## config.mk

```make
export PLATFORM = sky130hd
export DESIGN_NAME = rx_status_fifo
export DESIGN_NICKNAME = d
export VERILOG_FILES = /design/src/rtl/rx_status_fifo.sv
export SDC_FILE = /design/constraint.sdc
export NUM_CORES = 1
export LEC_CHECK = 0
export BUFFER_PORTS_ARGS = -buffer_cell sky130_fd_sc_hd__buf_4
export CORE_AREA = 2 2 152 154
export CTS_BUF_LIST = sky130_fd_sc_hd__clkbuf_16
export DETAILED_ROUTE_END_ITERATION = 10
export DIE_AREA = 0 0 154 156
export PLACE_DENSITY = 0.67
export SYNTH_ARGS = -nofsm -noshare
export SYNTH_HDL_FRONTEND = slang
export SYNTH_SLANG_ARGS = --single-unit
```

## constraint.sdc

```tcl
create_clock -name clk -period 8.6 [get_ports clk]
set_clock_uncertainty 0.1 [all_clocks]
set_input_delay 0 -clock clk [delete_from_list [all_inputs] [get_ports clk]]
set_output_delay 0 -clock clk [all_outputs]
set_load 0.01 [all_outputs]
```

## src/rtl/rx_status_fifo.sv

```systemverilog
module rx_status_fifo #(
  parameter int DEPTH = 12,
  parameter int TW = 8
) (
  input  logic          clk,
  input  logic          rst_n,
  input  logic          in_valid,
  input  logic [7:0]    in_data,
  input  logic          in_perr,
  input  logic          in_ferr,
  input  logic          in_brk,
  input  logic [31:0]   spc_chars,
  input  logic [7:0]    range_lo,
  input  logic [7:0]    range_hi,
  input  logic          match_on_err,
  input  logic          tmo_en,
  input  logic [TW-1:0] tmo_reload,
  input  logic          tick,
  input  logic          ack,
  output logic          svc_req,
  output logic [2:0]    ivec,
  output logic [7:0]    head_status,
  output logic [7:0]    head_data
);
  localparam int CAP = DEPTH + 1;
  localparam int AW = $clog2(CAP);
  localparam int CW = $clog2(CAP + 1);

  logic [15:0]   mem [CAP];
  logic [AW-1:0] rd_ptr, wr_ptr;
  logic [CW-1:0] count;
  logic          ack_q, eob_pend, armed, tmo_flag;
  logic [TW-1:0] tmo_cnt;
  logic [2:0]    hit;

  function automatic logic [AW-1:0] nxt(input logic [AW-1:0] p);
    return (p == AW'(CAP - 1)) ? '0 : p + AW'(1);
  endfunction

  wire          empty    = (count == '0);
  wire          ack_end  = ack_q && !ack;
  wire          pop      = ack_end && !empty;
  wire          room     = (count != CW'(CAP)) || pop;
  wire          wr       = in_valid && room;
  wire          allow    = !(in_perr || in_ferr) || match_on_err;
  wire [AW-1:0] last_ptr = (wr_ptr == '0) ? AW'(CAP - 1) : wr_ptr - AW'(1);

  always_comb begin
    hit = 3'b000;
    if (in_data >= range_lo && in_data <= range_hi) hit = 3'b111;
    for (int k = 3; k >= 0; k--)
      if (in_data == spc_chars[8*k +: 8]) hit = 3'(k + 1);
  end

  wire [2:0] code     = (in_brk || !allow) ? 3'b000 : (eob_pend ? 3'b110 : hit);
  wire [7:0] new_stat = {1'b0, code, in_brk, in_perr, in_ferr, 1'b0};
  wire [7:0] new_data = in_brk ? 8'h00 : in_data;

  always_ff @(posedge clk) begin
    if (wr) mem[wr_ptr] <= {new_stat, new_data};
    else if (in_valid) mem[last_ptr][8] <= 1'b1;
  end

  always_ff @(posedge clk) begin
    if (!rst_n) begin
      rd_ptr   <= '0;
      wr_ptr   <= '0;
      count    <= '0;
      ack_q    <= 1'b0;
      eob_pend <= 1'b0;
      armed    <= 1'b0;
      tmo_flag <= 1'b0;
      tmo_cnt  <= '0;
    end else begin
      ack_q <= ack;
      if (pop) rd_ptr <= nxt(rd_ptr);
      if (wr) wr_ptr <= nxt(wr_ptr);
      count <= count + CW'(wr) - CW'(pop);
      if (in_valid) eob_pend <= in_brk;
      if (in_valid) begin
        armed    <= 1'b0;
        tmo_flag <= 1'b0;
      end else begin
        if (ack_end && empty) tmo_flag <= 1'b0;
        if (pop && count == CW'(1) && tmo_en && tmo_reload != '0) begin
          armed   <= 1'b1;
          tmo_cnt <= tmo_reload;
        end else if (armed && tick) begin
          if (!tmo_en) armed <= 1'b0;
          else if (tmo_cnt == TW'(1)) begin
            armed    <= 1'b0;
            tmo_flag <= 1'b1;
          end else tmo_cnt <= tmo_cnt - TW'(1);
        end
      end
    end
  end

  wire [15:0] head = mem[rd_ptr];
  assign svc_req     = !empty || tmo_flag;
  assign head_status = empty ? {tmo_flag, 7'b0} : head[15:8];
  assign head_data   = empty ? 8'h00 : head[7:0];
  assign ivec = !ack ? 3'b000 :
                empty ? (tmo_flag ? 3'b011 : 3'b000) :
                (head[15:8] != 8'h00 ? 3'b011 : 3'b010);


  no_invalid_code_chk: assert property (@(posedge clk) disable iff (!rst_n)
    ivec != 3'b001);

  no_overflow_chk: assert property (@(posedge clk) disable iff (!rst_n)
    count <= CW'(CAP));

  no_unused_code_chk: assert property (@(posedge clk) disable iff (!rst_n)
    svc_req |-> head_status[6:4] != 3'b101);

  ack_pops_chk: assert property (@(posedge clk) disable iff (!rst_n)
    (ack_q && !ack && !empty && !in_valid) |=> count == $past(count) - CW'(1));

  full_drop_chk: assert property (@(posedge clk) disable iff (!rst_n)
    (in_valid && count == CW'(CAP) && !(ack_q && !ack)) |=> count == CW'(CAP));

  tmo_only_empty_chk: assert property (@(posedge clk) disable iff (!rst_n)
    (empty && head_status[7]) |-> svc_req);
endmodule

```

==> key figures <==
Yosys
  – Combinational family with the most area after synthesis: multiplexers
  – Most used flip-flop cell after synthesis: sky130_fd_sc_hd__edfxtp_1
  – Synth Area per Inst: 14.5 µm²
  – Async SR Flop Fraction: 0
  – Synthesized netlist net count: 819
  – Fraction of the mapped netlist area in adder cells: 0.0357
  – Sequential share of the synthesized area: 0.619
  – Number of flip-flops and latches in the synthesized netlist: 223
  – Post-synthesis xor/xnor area fraction: 0.0287
  – Synth unique cells: 59
  – Multiplexer area fraction after synthesis: 0.132
  – Number of synthesized flops with an enable pin: 195
  – Number of instances in the synthesized netlist: 716
  – Synth Area in Compound Gates: 0.0619
  – Ys Warns: 0
  – Basic-gate share of the synthesized area counting and, or, nand and nor cells: 0.0899
  – Synthesized cell area: 10,400 µm²

Run status
  – Run status: completed

Clock tree
  – Clock latency at the later pin of the worst-skew pair: approximately 0.5 ns
  – Root cell of the clock tree: sky130_fd_sc_hd__clkbuf_16
  – Number of buffers inserted during clock tree synthesis: 23
  – CTS-repair resized insts: 0
  – Clock transition at the registers of the reported paths: 0.06 ns
  – Number of clock sinks seen by CTS: 223
  – Htree depth: 1
  – Clock tree from TritonCTS: built
  – Clk buf depth: 3

GRT
  – Total overflow reported by the global router: 0
  – Largest net degree at the start of global routing: 46
  – Number of antenna violations at the first check in global routing: 0
  – Vias in the first global route: 6,411
  – First-pass GRT wire length: 35.5 mm
  – Total track usage: 0.190

Pwr
  – Pwr/cell area: 214 nW/µm²
  – Maximum resistive drop on vdd: 0.154 mV
  – Static leakage power: 4.39 nW
  – Total power consumption of the routed design: between 0.002 and 0.003 W

Route
  – Detailed route wirelength on metal3: 1.46 mm
  – Highest layer used for signal routing: met4
  – Met2 routed wirelength: 11.0 mm
  – Count of vias placed by the detailed router: 6,455
  – Routed wire length: approximately 23 mm
  – Count of nets left with antenna violations after detail routing: 0
  – Number of DRC markers in iteration 0: about 430
  – Mean routed wirelength per cell: approximately 20 µm
  – First-pass detailed-route iteration total: 5
  – Drt drc: 0
  – Vias per cell: 5.70
  – Met1 wire length: ~9.7 mm

Floorplan
  – Core box area: 22,400 µm²
  – Starting density of the core: 0.464
  – Overall die area: 24,000 µm²
  – Floorplan row count: between 50 and 60
  – Num ports: 94
  – Die Span Y: roughly 160 µm
  – Overall die width: 154 µm

Setup path
  – Critical path's slowest cell: sky130_fd_sc_hd__nor2_1
  – Critical Path Start Type: flip-flop
  – Signal arrival time at the worst endpoint: 3.50 ns
  – Category of the worst setup path capture point: flip-flop
  – Series of cell instances along the critical path: ha_1 > nor2b_1 > nand4_1 > o41ai_1 > a31oi_1 > nand2b_1 > nor2_1
  – Critical path peak fanout: 14
  – Register-to-Register Path Depth: 7
  – Longest individual stage delay on the worst path: 1.00 ns
  – Worst path required time: around 8.6 ns
  – Category of the critical setup timing path: reg2reg

Timing
  – Final Max Tran Viols: 0
  – Setup-violating endpoint count in the final report: 0
  – Post-route fraction of the period consumed by the critical path: 0.406
  – Setup repair after global routing missed its margin: no
  – Fin crit period: 3.49 ns
  – Worst slew margin: 0.128
  – Max frequency: 0.286 GHz
  – Total Neg Setup Slack: 0 ns
  – Count of final hold-check violations: 0
  – Transition time of the tightest slew-check pin: approximately 1.3 ns
  – Final critical-path setup slack: 5.11 ns

Layout
  – Synth-to-Final Area Change: 19.5%
  – Antenna diode count: 0
  – Number of inserted filler cells in the final layout: 1,721
  – Multi-input combinational cell area: 3630 µm²
  – Share of cells above drive strength 1: 0.257
  – Finished Core Util: 0.554
  – Sequential Area: 6420 µm²
  – Number of nets in the finished design: 933

Place
  – Half-perimeter wire length after detailed placement: between 15 and 20 mm
  – Pre-CTS WS: 5.12 ns
  – Final weighted congestion in routability-driven placement: 0.892
  – Count of buffers inserted at the top-level ports: between 90 and 100

Flow run
  – Max_cap viols: 0

Worst hold path
  – Worst hold path cell count: 2
  – Class of the tightest hold or removal check: in2reg
## synthesized netlist by cell type, types with 8 or more instances
cell type	number	area (µm²)
sky130_fd_sc_hd__nor3_1	9	45.0
sky130_fd_sc_hd__ha_1	28	350
sky130_fd_sc_hd__mux2i_1	10	100
sky130_fd_sc_hd__xnor2_1	25	219
sky130_fd_sc_hd__xor2_1	9	78.8
sky130_fd_sc_hd__nand4_1	12	75.1
sky130_fd_sc_hd__nor4_1	8	50.1
sky130_fd_sc_hd__dfxtp_1	28	561
sky130_fd_sc_hd__and2_1	26	163
sky130_fd_sc_hd__clkbuf_1	28	105
sky130_fd_sc_hd__edfxtp_1	195	5860
sky130_fd_sc_hd__inv_1	35	131
sky130_fd_sc_hd__o21ai_0	18	90.1
sky130_fd_sc_hd__mux4_2	53	1190
sky130_fd_sc_hd__nor2b_1	8	50.1
sky130_fd_sc_hd__a21oi_1	32	160
sky130_fd_sc_hd__nand2_1	34	128
sky130_fd_sc_hd__nor2_1	52	195
## through the flow
step	area [µm²]	hold slack (ns)	std cells
floorplan	10400	0.0217	716
global placement	11400	0.119	1071
detailed placement	11400	0.135	1071
CTS	12400	0.0289	1132
global route	12400	0.0722	1132
finish	12400	0.0352	1132
## per-layer routing
metal / vias up / track usage
met5: - / 0
met4: 0 / 0.0538
met3: 37 / 0.0300
met2: 246 / 0.325
met1: 3204 / 0.255
li1: 2968 / -
## repair_timing
item	in CTS	in global routing
hold buffers	19	0
buffers inserted	0	0
hold endpoints to repair	42	0
## power breakdown
part / leakage (nW) / total, W / internal, W / switching, W
registers: 2.05 / 0.00121 / 0.00120 / 0.0000120
logic: 1.93 / 0.000367 / 0.000171 / 0.000195
clock network: 0.407 / 0.00108 / 0.000672 / 0.000404
total: 4.39 / 0.00266 / 0.00204 / 0.000611
## worst max-delay path: cells and delay by family (launching register included)
kind	cells	cell delay, ns
fa+ha+maj	1	0.14
compound gates	2	0.72
simple gates	4	1.82
flops	1	0.33
## sequential cells by signal (all words and copies together) (netlist names), 4 cells and up, named ones only
signal / cells
count: 4
mem: 195
rd_ptr: 4
tmo_cnt: 8
wr_ptr: 4
## worst paths after layout
check	slack, ns	end	startpoint
setup / recovery	5.11	mem[0][11]$_DFFE_PP_	count[2]$_SDFF_PN0_
hold reg to reg	0.38	tmo_cnt[7]$_SDFFE_PN0P_	tmo_cnt[7]$_SDFFE_PN0P_
hold / removal	0.04	mem[6][10]$_DFFE_PP_	in_perr
setup reg to reg	5.11	mem[0][11]$_DFFE_PP_	count[2]$_SDFF_PN0_
## cell families after synthesis
group                    Yosys count
buffers and inverters             75
AO/OA/AOI/OAI                    101
XOR/XNOR                          34
multiplexers                      70
adder cells (fa/ha/maj)           29
AND/OR/NAND/NOR                  183
flip-flops                       223
other                              1
## cells in the final DEF (no fill, tap or decap), types with 8 or more instances in the layout
cell,synthesis,layout
sky130_fd_sc_hd__edfxtp_1,195,195
sky130_fd_sc_hd__nor2_1,52,51
sky130_fd_sc_hd__nor4_1,8,8
sky130_fd_sc_hd__a21oi_1,32,32
sky130_fd_sc_hd__o21ai_0,18,17
sky130_fd_sc_hd__mux4_2,53,53
sky130_fd_sc_hd__mux2i_1,10,10
sky130_fd_sc_hd__clkbuf_16,0,23
sky130_fd_sc_hd__nand4_1,12,12
sky130_fd_sc_hd__dlygate4sd3_1,0,19
sky130_fd_sc_hd__dfxtp_1,28,26
sky130_fd_sc_hd__and2_1,26,26
sky130_fd_sc_hd__ha_1,28,28
sky130_fd_sc_hd__nand2_1,34,34
sky130_fd_sc_hd__buf_4,2,110
sky130_fd_sc_hd__xor2_1,9,9
sky130_fd_sc_hd__nor2b_1,8,8
sky130_fd_sc_hd__inv_1,35,38
sky130_fd_sc_hd__xnor2_1,25,25
## final cells by class
type                    count  share of cell area
clock buffers              23              0.0465
clock inverters            19              0.0211
inverters                  35              0.0106
multi-input cells         418               0.293
flip-flops and latches    223               0.518
well taps                 285              0.0288
repair buffers            129              0.0820
No activity file was read; power rests on OpenSTA's default activity.
